## config.mk

```make
export PLATFORM = sky130hd
export DESIGN_NAME = i2c_dac_ctrl
export DESIGN_NICKNAME = d
export VERILOG_FILES = /design/src/rtl/i2cdac_pkg.sv /design/src/rtl/i2cdac_linesync.sv /design/src/rtl/i2cdac_regbank.sv /design/src/rtl/i2c_dac_ctrl.sv
export SDC_FILE = /design/constraint.sdc
export NUM_CORES = 1
export LEC_CHECK = 0
export BUFFER_PORTS_ARGS = -buffer_cell sky130_fd_sc_hd__buf_2
export CAP_MARGIN = 20
export CORE_ASPECT_RATIO = 0.75
export CORE_MARGIN = 2
export CORE_UTILIZATION = 35
export CTS_CLUSTER_SIZE = 20
export DETAILED_ROUTE_END_ITERATION = 6
export SLEW_MARGIN = 40
export SYNTH_ARGS = -nofsm -noshare
export SYNTH_HDL_FRONTEND = slang
export SYNTH_HIERARCHICAL = 1
export SYNTH_SLANG_ARGS = --single-unit
```

## constraint.sdc

```tcl
create_clock -name clk -period 4.03 [get_ports clk]
set_clock_uncertainty 0.15 [all_clocks]
set_input_delay 0.806 -clock clk [delete_from_list [all_inputs] [get_ports clk]]
set_output_delay 0.806 -clock clk [all_outputs]
set_load 0.02 [all_outputs]
```

## src/rtl/i2cdac_pkg.sv

```systemverilog
`timescale 1ns/1ps
package i2cdac_pkg;

    localparam logic [7:0] REG_BASE = 8'hF8;
    localparam logic [7:0] RSV_MASK = 8'h9F;
    localparam logic [6:0] DEV_BASE = 7'h48;

    typedef enum logic [2:0] {
        ST_IDLE,
        ST_RX,
        ST_ACKW,
        ST_ACK,
        ST_TX,
        ST_MACK
    } st_e;

    typedef enum logic [1:0] {
        BY_ADDR,
        BY_PTR,
        BY_DATA
    } byte_e;

    typedef struct packed {
        logic scl;
        logic sda;
        logic rise;
        logic fall;
        logic start;
        logic stop;
    } bus_ev_t;

    // code bit 1 set means floating; bit 0 gives the driven level
    function automatic logic [6:0] dev_addr(input logic [1:0] a1, input logic [1:0] a0);
        logic [3:0] idx;
        if (!a1[1] && !a0[1])
            idx = {2'b00, a1[0], a0[0]};
        else if (!a1[1])
            idx = 4'd4 + {3'b000, a1[0]};
        else if (!a0[1])
            idx = 4'd6 + {3'b000, a0[0]};
        else
            idx = 4'd8;
        return DEV_BASE + {3'b000, idx};
    endfunction

endpackage

```

## src/rtl/i2cdac_linesync.sv

```systemverilog
`timescale 1ns/1ps
module i2cdac_linesync
    import i2cdac_pkg::*;
#(
    parameter int STAGES = 2
) (
    input  logic    clk,
    input  logic    rst,
    input  logic    scl_i,
    input  logic    sda_i,
    output bus_ev_t ev
);
    localparam int TOP = STAGES - 1;

    logic [STAGES-1:0] scl_p, sda_p;
    logic              scl_q, sda_q;

    generate
        if (STAGES == 1) begin : g_one
            always_ff @(posedge clk) begin
                if (rst) begin
                    scl_p <= '1;
                    sda_p <= '1;
                end else begin
                    scl_p <= scl_i;
                    sda_p <= sda_i;
                end
            end
        end else begin : g_chain
            always_ff @(posedge clk) begin
                if (rst) begin
                    scl_p <= '1;
                    sda_p <= '1;
                end else begin
                    scl_p <= {scl_p[STAGES-2:0], scl_i};
                    sda_p <= {sda_p[STAGES-2:0], sda_i};
                end
            end
        end
    endgenerate

    always_ff @(posedge clk) begin
        if (rst) begin
            scl_q <= 1'b1;
            sda_q <= 1'b1;
        end else begin
            scl_q <= scl_p[TOP];
            sda_q <= sda_p[TOP];
        end
    end

    always_comb begin
        ev.scl   = scl_p[TOP];
        ev.sda   = sda_p[TOP];
        ev.rise  = scl_p[TOP] & ~scl_q;
        ev.fall  = ~scl_p[TOP] & scl_q;
        ev.start = scl_p[TOP] & scl_q & sda_q & ~sda_p[TOP];
        ev.stop  = scl_p[TOP] & scl_q & ~sda_q & sda_p[TOP];
    end

endmodule

```

## src/rtl/i2cdac_regbank.sv

```systemverilog
`timescale 1ns/1ps
module i2cdac_regbank
    import i2cdac_pkg::*;
#(
    parameter int NCH = 4
) (
    input  logic             clk,
    input  logic             rst,
    input  logic             we,
    input  logic [7:0]       ptr,
    input  logic [7:0]       wdata,
    output logic [7:0]       rdata,
    output logic [8*NCH-1:0] ch_regs
);
    logic [7:0] regs_q [NCH];

    generate
        for (genvar i = 0; i < NCH; i++) begin : g_ch
            localparam logic [7:0] MY_PTR = 8'(int'(REG_BASE) + i);

            always_ff @(posedge clk) begin
                if (rst)
                    regs_q[i] <= 8'h00;
                else if (we && ptr == MY_PTR)
                    regs_q[i] <= wdata & RSV_MASK;
            end

            assign ch_regs[8*i +: 8] = regs_q[i];

            p_rsv_zero_r4: assert property (@(posedge clk) disable iff (rst)
                regs_q[i][6:5] == 2'b00);

            p_hold_r5: assert property (@(posedge clk) disable iff (rst)
                !$past(we) |-> $stable(regs_q[i]));

            p_reset_r1: assert property (@(posedge clk) disable iff (rst)
                $past(rst) |-> regs_q[i] == 8'h00);
        end
    endgenerate

    always_comb begin
        rdata = 8'h00;
        for (int i = 0; i < NCH; i++)
            if (ptr == 8'(int'(REG_BASE) + i))
                rdata = regs_q[i];
    end

endmodule

```

## src/rtl/i2c_dac_ctrl.sv

```systemverilog
`timescale 1ns/1ps
module i2c_dac_ctrl
    import i2cdac_pkg::*;
#(
    parameter int NCH         = 4,
    parameter int SYNC_STAGES = 2
) (
    input  logic             clk,
    input  logic             rst,
    input  logic             scl_i,
    input  logic             sda_i,
    input  logic [1:0]       sel_a0,
    input  logic [1:0]       sel_a1,
    output logic             sda_oe,
    output logic [8*NCH-1:0] ch_regs
);
    bus_ev_t    ev;
    st_e        st;
    byte_e      kind;
    logic [2:0] cnt;
    logic [7:0] sh, ptr, rdata, rxbyte;
    logic       rw, mack, we, sel_chg;
    logic [3:0] sel_q;
    logic [6:0] my_addr;

    i2cdac_linesync #(.STAGES(SYNC_STAGES)) u_sync (
        .clk(clk), .rst(rst), .scl_i(scl_i), .sda_i(sda_i), .ev(ev)
    );

    i2cdac_regbank #(.NCH(NCH)) u_bank (
        .clk(clk), .rst(rst), .we(we), .ptr(ptr), .wdata(rxbyte),
        .rdata(rdata), .ch_regs(ch_regs)
    );

    assign my_addr = dev_addr(sel_a1, sel_a0);
    assign sel_chg = {sel_a1, sel_a0} != sel_q;
    assign rxbyte  = {sh[6:0], ev.sda};
    assign we      = !sel_chg && !ev.start && !ev.stop && st == ST_RX &&
                     kind == BY_DATA && ev.rise && cnt == 3'd7;
    assign sda_oe  = (st == ST_ACK) || (st == ST_TX && !sh[7]);

    always_ff @(posedge clk) begin
        if (rst) begin
            st    <= ST_IDLE;
            kind  <= BY_ADDR;
            cnt   <= 3'd0;
            sh    <= 8'h00;
            ptr   <= 8'h00;
            rw    <= 1'b0;
            mack  <= 1'b0;
            sel_q <= {sel_a1, sel_a0};
        end else begin
            sel_q <= {sel_a1, sel_a0};
            if (sel_chg || ev.stop) begin
                st <= ST_IDLE;
            end else if (ev.start) begin
                st   <= ST_RX;
                kind <= BY_ADDR;
                cnt  <= 3'd0;
            end else begin
                unique case (st)
                    ST_RX: if (ev.rise) begin
                        sh  <= rxbyte;
                        cnt <= cnt + 3'd1;
                        if (cnt == 3'd7) begin
                            st <= ST_ACKW;
                            if (kind == BY_ADDR) begin
                                rw <= rxbyte[0];
                                if (rxbyte[7:1] != my_addr) st <= ST_IDLE;
                            end else if (kind == BY_PTR) begin
                                ptr <= rxbyte;
                            end
                        end
                    end
                    ST_ACKW: if (ev.fall) st <= ST_ACK;
                    ST_ACK: if (ev.fall) begin
                        cnt <= 3'd0;
                        if (kind == BY_ADDR && rw) begin
                            st <= ST_TX;
                            sh <= rdata;
                        end else if (kind == BY_ADDR) begin
                            st   <= ST_RX;
                            kind <= BY_PTR;
                        end else if (kind == BY_PTR) begin
                            st   <= ST_RX;
                            kind <= BY_DATA;
                        end else begin
                            st <= ST_IDLE;
                        end
                    end
                    ST_TX: if (ev.fall) begin
                        sh  <= {sh[6:0], 1'b0};
                        cnt <= cnt + 3'd1;
                        if (cnt == 3'd7) st <= ST_MACK;
                    end
                    ST_MACK: begin
                        if (ev.rise) mack <= ~ev.sda;
                        if (ev.fall) begin
                            cnt <= 3'd0;
                            if (mack) begin
                                st <= ST_TX;
                                sh <= rdata;
                            end else begin
                                st <= ST_IDLE;
                            end
                        end
                    end
                    default: ;
                endcase
            end
        end
    end

    p_oe_scl_low_r10: assert property (@(posedge clk) disable iff (rst)
        $rose(sda_oe) |-> !ev.scl);

    p_abort_release_r8: assert property (@(posedge clk) disable iff (rst)
        $past(sel_chg) |-> !sda_oe);

    p_stop_release_r9: assert property (@(posedge clk) disable iff (rst)
        $past(ev.stop) |-> !sda_oe);

    p_ack_match_r2: assert property (@(posedge clk) disable iff (rst)
        (st == ST_ACK && kind == BY_ADDR) |-> sh[7:1] == my_addr);

endmodule

```

==> metrics, run 1 <==
pwr/cell area=between 400 and 500 nW/um^2; DR vias/cell=around 5.2; Highest Clock Rate=around 300 MHz; TritonCTS clock tree=built; Max FO, Critical Path=19; Routed WL=7186 um; Setup CP Type=reg2reg; Pre-Repair DR Iteration Count=4; Slew HR=0.5147; Worst Tran Pin Value=between 0.7 and 0.8 ns; most used cell along the critical path=nor3_1; Post-Syn Area=around 3300 um^2; Worst-Skew Late Latency=approximately 0.33 ns; CTS Sinks=60; final net count=340; Setup-failing EPs final=0; Hold Fails Final Rpt=0; post-synthesis cell count=~300; CP required=roughly 4.0 ns; VDD IR-drop max=around 240 uV; core area=around 9000 um^2; number of diodes=0; Crit. End Element=flop; Iter 0 DRT Violations=about 130; Root Driver=clkbuf_16; Antenna Nets Post-Route=0; Remaining DRCs=0; Placer Congestion=0.8045; Area Overhead vs Synth=15.83%; period utilisation layout=0.8169; htree depth=3; CP Cell Sequence=and4b_1 -> nor3_1 -> and2_2 -> nand2_1 -> nor3_1 -> nand3b_1 -> nor4_1; Startpoint Class=flop; CP peak stage delay=0.51 ns; initial antenna violation count=0; Ys Warns=6; Port Buf Inserts=32; die height=87.64 um; Initial Util=0.3609; Synth Area per Inst=roughly 11 um^2; post_cts resized=0; Congestion Overflow GR=0; # Post-CTS Setup Buffers=0; largest net degree at the start of global routing=35; status=complete, no violations; setup TNS=0 ns; GR Util All Layers=0.1484; Hold WS=roughly 0.25 ns; Hold Crit Class=reg2reg; first-pass GRT wire length=approximately 12000 um; Final Max Slew Viols=0; clock edge transition at the registers on the reported setup and hold paths=around 0.05 ns; die width=115.5 um; clk buf depth=2; Max-cap violations=0; routed via count=between 2k and 2.5k; Cell Rows=30; wire per inst=15.62 um; post-DP HPWL=roughly 5000 um; RSZ-0062 raised after global routing=false; vias in the first global route=~2.2k; total CTS buffers=9; Slowest cell on crit path=dfxtp_1; minimum clock period=3.292 ns; # hold bufs at CTS=0; share of layout cells above drive strength 1=0.2470; num ports=between 40 and 50; crit path DAT=around 3.2 ns; die area=10120 um^2; LEAKAGE=~1.5 nW
-- power by group --
part / internal, mW / leakage, nW / switching (mW)
clock network: 0.543 / 0.152 / 0.278
registers: 0.648 / 0.520 / 0.00986
logic: 0.0297 / 0.818 / 0.0617
total: 1.22 / 1.49 / 0.349
-- sequential cells by signal (all words and copies together) (netlist names), 2 cells and up --
signal / cells
sh: 8
cnt: 3
u_bank/regs_q: 24
kind: 2
u_sync/scl_p: 2
ptr: 8
st: 3
sel_q: 4
u_sync/sda_p: 2
-- final timing paths --
kind                              start                                end  slack (ns)  cells past startpoint
max          u_sync/sda_p[1]$_SDFF_PP1_  u_bank/regs_q[1][6]$_SDFFCE_PN0P_        0.74                      7
max reg2reg  u_sync/sda_p[1]$_SDFF_PP1_  u_bank/regs_q[1][6]$_SDFFCE_PN0P_        0.74                      7
min reg2reg  u_sync/sda_p[0]$_SDFF_PP1_         u_sync/sda_p[1]$_SDFF_PP1_        0.25                      1
min          u_sync/sda_p[0]$_SDFF_PP1_         u_sync/sda_p[1]$_SDFF_PP1_        0.25                      1
-- metrics by stage --
stage	cell area (um^2)	utilization	setup slack, ns	total power [mW]	instances
after floorplan	3298	-	0.7362	0.7382	310
after global placement	3455	0.3819	0.7433	0.7615	444
after global routing	3781	0.4180	0.5176	1.628	460
after detailed placement	3455	0.3819	0.5481	0.7623	444
after CTS	3781	0.4180	0.7144	1.590	460
final	3781	0.4180	0.7378	1.570	460
-- layout make-up --
type	count	area (um^2)
clock buffer	9	225.2
clock inverter	7	101.3
timing repair buffer	36	190.2
sequential	60	1441
fill	845	5265
multi-input combinational	207	1614
tap	128	160.2
inverter	13	48.80
-- critical path, delay by kind of cell (launching register included) --
family,cells,cell delay (ns)
flops,1,0.51
simple gates,7,2.41
-- cell usage in the layout, fill, tap and decap left out, drive strengths merged, types with 5 or more instances in the layout --
| cell | count |
|---|---|
| dfxtp | 36 |
| buf | 36 |
| edfxtp | 24 |
| nor4 | 24 |
| mux2i | 19 |
| nor2 | 17 |
| a21oi | 16 |
| inv | 13 |
| nand2 | 11 |
| conb | 10 |
| clkbuf | 9 |
| nand3 | 9 |
| and3 | 7 |
| a311oi | 7 |
| xor2 | 6 |
| mux4 | 6 |
| or2 | 6 |
| o21ai | 6 |
| ha | 5 |
| nor3 | 5 |
-- metal layers --
layer | global-route usage | part of all wire
met3 | 0.04983 | 0.047
met2 | 0.2350 | 0.47
met1 | 0.1967 | 0.48
met4 | 0.03724 | 0.0082
met5 | 0 | 0
Power figures use the tool's default switching activity.
==> inputs of run 2 (changes only) <==
Clock period 4.03 ns to 2.7 ns, I/O delays scaled along.
==> metrics, run 2 (same netlist as run 1, synthesis figures left out) <==
R2R Path Start=cnt[0]$_SDFFE_PP0P_; routed via count=roughly 2.5k; hold path endpoint=sel_q[0]$_DFF_P_; Highest Clock Rate=393.9 MHz; setup TNS=0 ns; DR vias/cell=around 5.2; R2R Path End=u_bank/regs_q[0][1]$_SDFFCE_PN0P_; die height=just under 90 um; number of diodes=0; hold wc startpoint=sel_a0[0]; worst reg2reg setup slack=~0.16 ns; initial antenna violation count=0; GR Util All Layers=0.1631; Setup CP Type=reg2reg; Cell Rows=30; largest net degree at the start of global routing=26; Initial Util=0.3609; crit path DAT=roughly 2.5 ns; die area=just over 10000 um^2; Crit. End Element=flop; most common cell after layout, fill and taps aside=dfxtp_1; die width=about 120 um; LEAKAGE=approximately 1.6 nW; minimum clock period=~2.5 ns; VDD IR-drop max=between 200 and 250 uV; htree depth=3; Pre-Repair DR Iteration Count=4; Top Registers=u_bank/regs_q: 24 flops, ptr: 8 flops, sh: 8 flops; share of layout cells above drive strength 1=0.3011; Root Driver=clkbuf_16; Setup-failing EPs final=0; TritonCTS clock tree=built; Startpoint Class=flop; clk buf depth=2; Area Overhead vs Synth=21.23%; Remaining DRCs=0; # hold bufs at CTS=0; first-pass GRT wire length=12500 um; Iter 0 DRT Violations=177; wire per inst=16.04 um; Max FO, Critical Path=12; Hold Fails Final Rpt=0; fin cells=between 400 and 500; post-DP HPWL=around 5600 um; Worst-Skew Late Latency=0.33 ns; final net count=360; cell depth of the worst hold path=1; core area=between 9000 and 10000 um^2; placed cells=462; reg2reg path depth=8; CTS Sinks=60; total CTS buffers=9; Routed WL=7697 um; status=complete, no violations; commonest non-fill, non-tap cells in the layout=dfxtp_1 (36), buf_2 (32), buf_4 (24), edfxtp_1 (24), mux2i_1 (19); CP required=approximately 2.7 ns; Congestion Overflow GR=0; period utilisation layout=0.9402; Hold Crit Class=in2reg; max reg flops=24; Max-cap violations=0; vias in the first global route=2432; Placer Congestion=around 0.9; Reg with most FFs=u_bank/regs_q; pwr/cell area=between 500 and 600 nW/um^2; clock edge transition at the registers on the reported setup and hold paths=about 0.050 ns; Port Buf Inserts=32; Antenna Nets Post-Route=0; num ports=between 40 and 50; Final Max Slew Viols=0
==> run 2: cell types whose count changed in the layout (fill, tap and decap cells not counted), moves of 2 or more <==
cell,before,now
o31ai_4,0,4
nor3_1,4,2
nor3_2,0,2
clkinv_1,0,2
clkinv_2,0,2
clkinv_4,3,0
buf_4,4,24
o31ai_1,4,0
==> run 2: critical path: stages (launching register included) <==
cell      delay [ns]
dfxtp_1         0.35
ha_1            0.17
ha_1            0.19
nand4b_1        0.18
nor2_1          0.16
nand2_1         0.08
nor3_2          0.31
or3b_4          0.53
nor4_2          0.22
==> run 2: worst max-delay path by stage <==
stage / end / slack [ns] / startpoint / cells past startpoint
floorplan: u_bank/regs_q[1][1]$_SDFFCE_PN0P_ / 0.003 / sel_a1[0] / 10
global placement: u_bank/regs_q[0][3]$_SDFFCE_PN0P_ / 0.04 / sel_a1[1] / 8
detailed placement: u_bank/regs_q[0][5]$_SDFFCE_PN0P_ / -0.05 / sel_a1[1] / 8
CTS: u_bank/regs_q[0][4]$_SDFFCE_PN0P_ / 0.13 / cnt[0]$_SDFFE_PP0P_ / 8
global route: u_bank/regs_q[1][0]$_SDFFCE_PN0P_ / -0.002 / cnt[0]$_SDFFE_PP0P_ / 8
finish: u_bank/regs_q[0][1]$_SDFFCE_PN0P_ / 0.16 / cnt[0]$_SDFFE_PP0P_ / 8
==> run 2: metal layers <==
layer  part of all wire  track usage  up-vias
li1                   -            -     1208
met1               0.47       0.2241     1220
met2               0.45       0.2366       80
met3              0.070      0.06021        8
met4              0.011      0.05696        0
met5                  0            0        -
==> run 2: final cells by class <==
cell class              instances  area (um^2)
repair buffers                 56        340.3
well taps                     128        160.2
flip-flops and latches         60         1441
fillers                       862         5089
clock buffers                  10        229.0
clock inverters                 6        55.05
multi-input cells             207         1683
inverters                      13        48.80
==> run 2: timing repair <==
item | 4_1_cts | 5_1_grt
setup endpoints to repair | 0 | 7
gates resized for setup | 0 | 2
buffers inserted | 0 | 2
==> run 2: stage by stage <==
step / util / total power [mW] / worst slack (ns) / area (um^2) / hold slack [ns]
after detailed placement: 0.4036 / 1.156 / -0.05197 / 3651 / 0.2458
after global routing: 0.4375 / 2.330 / -0.001901 / 3958 / 0.1821
after CTS: 0.4350 / 2.267 / 0.1288 / 3935 / 0.1851
after floorplan: - / 1.107 / 0.003258 / 3366 / 0.2332
final: 0.4375 / 2.242 / 0.1615 / 3958 / 0.1990
after global placement: 0.4036 / 1.154 / 0.03808 / 3651 / 0.2414
==> run 2: where the power goes <==
group	total [mW]	internal (mW)	leakage, nW	switching, mW
Clock	1.10	0.704	0.137	0.399
Sequential	0.983	0.967	0.520	0.0152
Combinational	0.157	0.0586	0.930	0.0987
Total	2.24	1.73	1.59	0.512
==> inputs of run 3 (changes only) <==
Settings changed: CORE_MARGIN 2 to not set.
==> metrics, run 3 (same netlist as run 1, synthesis figures left out) <==
post-DP HPWL=5593 um; pwr/cell area=about 550 nW/um^2; Setup CP Type=reg2reg; pre-CTS setup slack=-0.02959 ns; die height=roughly 86 um; clock edge transition at the registers on the reported setup and hold paths=about 0.060 ns; Placer Congestion=0.8338; hold wc startpoint=sel_a0[0]; Top Registers=u_bank/regs_q: 24 flops, ptr: 8 flops, sh: 8 flops; GR Util All Layers=0.1728; DR WL met3=between 300 and 400 um; Crit. End Element=flop; Congestion Overflow GR=0; final net count=between 300 and 400; setup TNS=0 ns; Root Driver=clkbuf_16; largest net degree at the start of global routing=23; Buf+Inv Stages, Crit Path=1; worst reg2reg setup slack=approximately 0.21 ns; Final Max Slew Viols=0; routed via count=between 2k and 3k; Hold Fails Final Rpt=0; die width=~110 um; Logic pwr share=0.073; Int Power=about 1.7 mW; die area=slightly below 10000 um^2; Worst-Skew Late Latency=~0.33 ns; minimum clock period=about 2.5 ns; Startpoint Class=flop; Setup-failing EPs final=0; R2R Path Start=cnt[0]$_SDFFE_PP0P_; Area Overhead vs Synth=21.77%; Reg with most FFs=u_bank/regs_q; Port Buf Inserts=32; Hold Crit Class=in2reg; share of layout cells above drive strength 1=0.3107; Cell Rows=30; cell depth of the worst hold path=1; reg2reg path depth=9; violated checks=design-rule violations; Clk network pwr share=0.480; hold path endpoint=sel_q[0]$_DFF_P_; Slowest cell on crit path=dfxtp_1; htree depth=3; initial antenna violation count=0; number of diodes=0; top routing layer in use=met4; placed cell area=~3700 um^2; Antenna Nets Post-Route=0; vias in the first global route=2423; Max-cap violations=0; CP Cell Sequence=ha_1 -> ha_1 -> nand4b_1 -> nor2_2 -> nand2_1 -> nor3_4 -> nand2_1 -> o31ai_4 -> buf_4; sequential share of power=0.447; first-pass GRT wire length=~13000 um; TritonCTS clock tree=built; Sw Ratio=0.2388; status=finished, violations left; CP peak stage delay=0.34 ns; RSZ-0062 raised after global routing=false; VDD IR-drop max=between 300 and 400 uV; Iter 0 DRT Violations=about 180; crit path DAT=2.38 ns; final worst setup slack=0.2136 ns; LEAKAGE=approximately 1.6 nW; R2R Path End=u_bank/regs_q[1][11]$_SDFFCE_PN0P_; total CTS buffers=9; Routed WL=7723 um; CTS Sinks=60; wire per inst=16.02 um; core area=slightly above 9000 um^2; Pre-Repair DR Iteration Count=7; Max FO, Critical Path=6; DR vias/cell=roughly 5.3; most common cell after layout, fill and taps aside=dfxtp_1; CP required=between 2 and 3 ns; # hold bufs at CTS=0; post-route cell area=between 3000 and 4000 um^2; period utilisation layout=0.9209; num ports=a little over 40; Highest Clock Rate=about 400 MHz; Initial Util=0.3609; Sw Pwr=approximately 0.53 mW; clk buf depth=2; Worst setup startpoint=cnt[0]$_SDFFE_PP0P_; Remaining DRCs=1; wire length on met1=approximately 3800 um; commonest non-fill, non-tap cells in the layout=dfxtp_1 (36), buf_2 (32), buf_4 (26); Worst path top cell family by delay=simple AND/OR/NAND/NOR gates; max reg flops=24; wire length on met2=between 3000 and 4000 um
run 3: worst max-delay path by stage:
| stage | to | slack, ns | cells past startpoint |
|---|---|---|---|
| 6_report | u_bank/regs_q[1][11]$_SDFFCE_PN0P_ | 0.21 | 9 |
| 5_1_grt | u_bank/regs_q[1][0]$_SDFFCE_PN0P_ | 0.01 | 8 |
| 4_1_cts | u_bank/regs_q[0][2]$_SDFFCE_PN0P_ | 0.11 | 8 |
| 3_3_place_gp | u_bank/regs_q[0][5]$_SDFFCE_PN0P_ | -0.007 | 8 |
| 3_5_place_dp | u_bank/regs_q[1][6]$_SDFFCE_PN0P_ | -0.03 | 8 |
| 2_1_floorplan | u_bank/regs_q[1][1]$_SDFFCE_PN0P_ | 0.003 | 10 |
run 3: layout make-up:
type                    count  area (um^2)
multi-input cells         207         1689
fillers                   861         5071
clock buffers              11        242.7
inverters                  13        48.80
repair buffers             58        355.3
flip-flops and latches     60         1441
clock inverters             5        37.54
well taps                 128        160.2
run 3: layer usage:
| metal | track usage | vias to the layer above |
|---|---|---|
| met2 | 0.2561 | 58 |
| met1 | 0.2416 | 1247 |
| met3 | 0.05018 | 9 |
| li1 | - | 1219 |
| met5 | 0 | - |
| met4 | 0.05502 | 0 |
run 3: worst register-to-register path, stage by stage (launching register included):
cell	delay [ns]
dfxtp_1	0.34
ha_1	0.16
ha_1	0.20
nand4b_1	0.19
nor2_2	0.16
nand2_1	0.11
nor3_4	0.27
nand2_1	0.20
o31ai_4	0.24
buf_4	0.19
run 3: metrics by stage:
| stage | cells | total power, mW | hold WS, ns | util |
|---|---|---|---|---|
| finish | 482 | 2.200 | 0.1954 | 0.4394 |
| global route | 482 | 2.280 | 0.1945 | 0.4394 |
| detailed placement | 462 | 1.156 | 0.2478 | 0.4036 |
| floorplan | 310 | 1.107 | 0.2332 | - |
| global placement | 462 | 1.155 | 0.2422 | 0.4036 |
| CTS | 478 | 2.221 | 0.1854 | 0.4346 |
run 3: power groups by stage:
stage | Combinational (mW) | Clock (mW) | Sequential (mW)
final | 0.160 | 1.06 | 0.983
after global routing | 0.173 | 1.12 | 0.985
after CTS | 0.155 | 1.08 | 0.983
after detailed placement | 0.155 | 0 | 1.00
after global placement | 0.154 | 0 | 1.00
after floorplan | 0.0864 | 0 | 1.02
run 3: repair_timing:
action                     4_1_cts  5_1_grt
setup buffers                    0        4
gates resized for setup          0        3
setup endpoints to repair        0       32
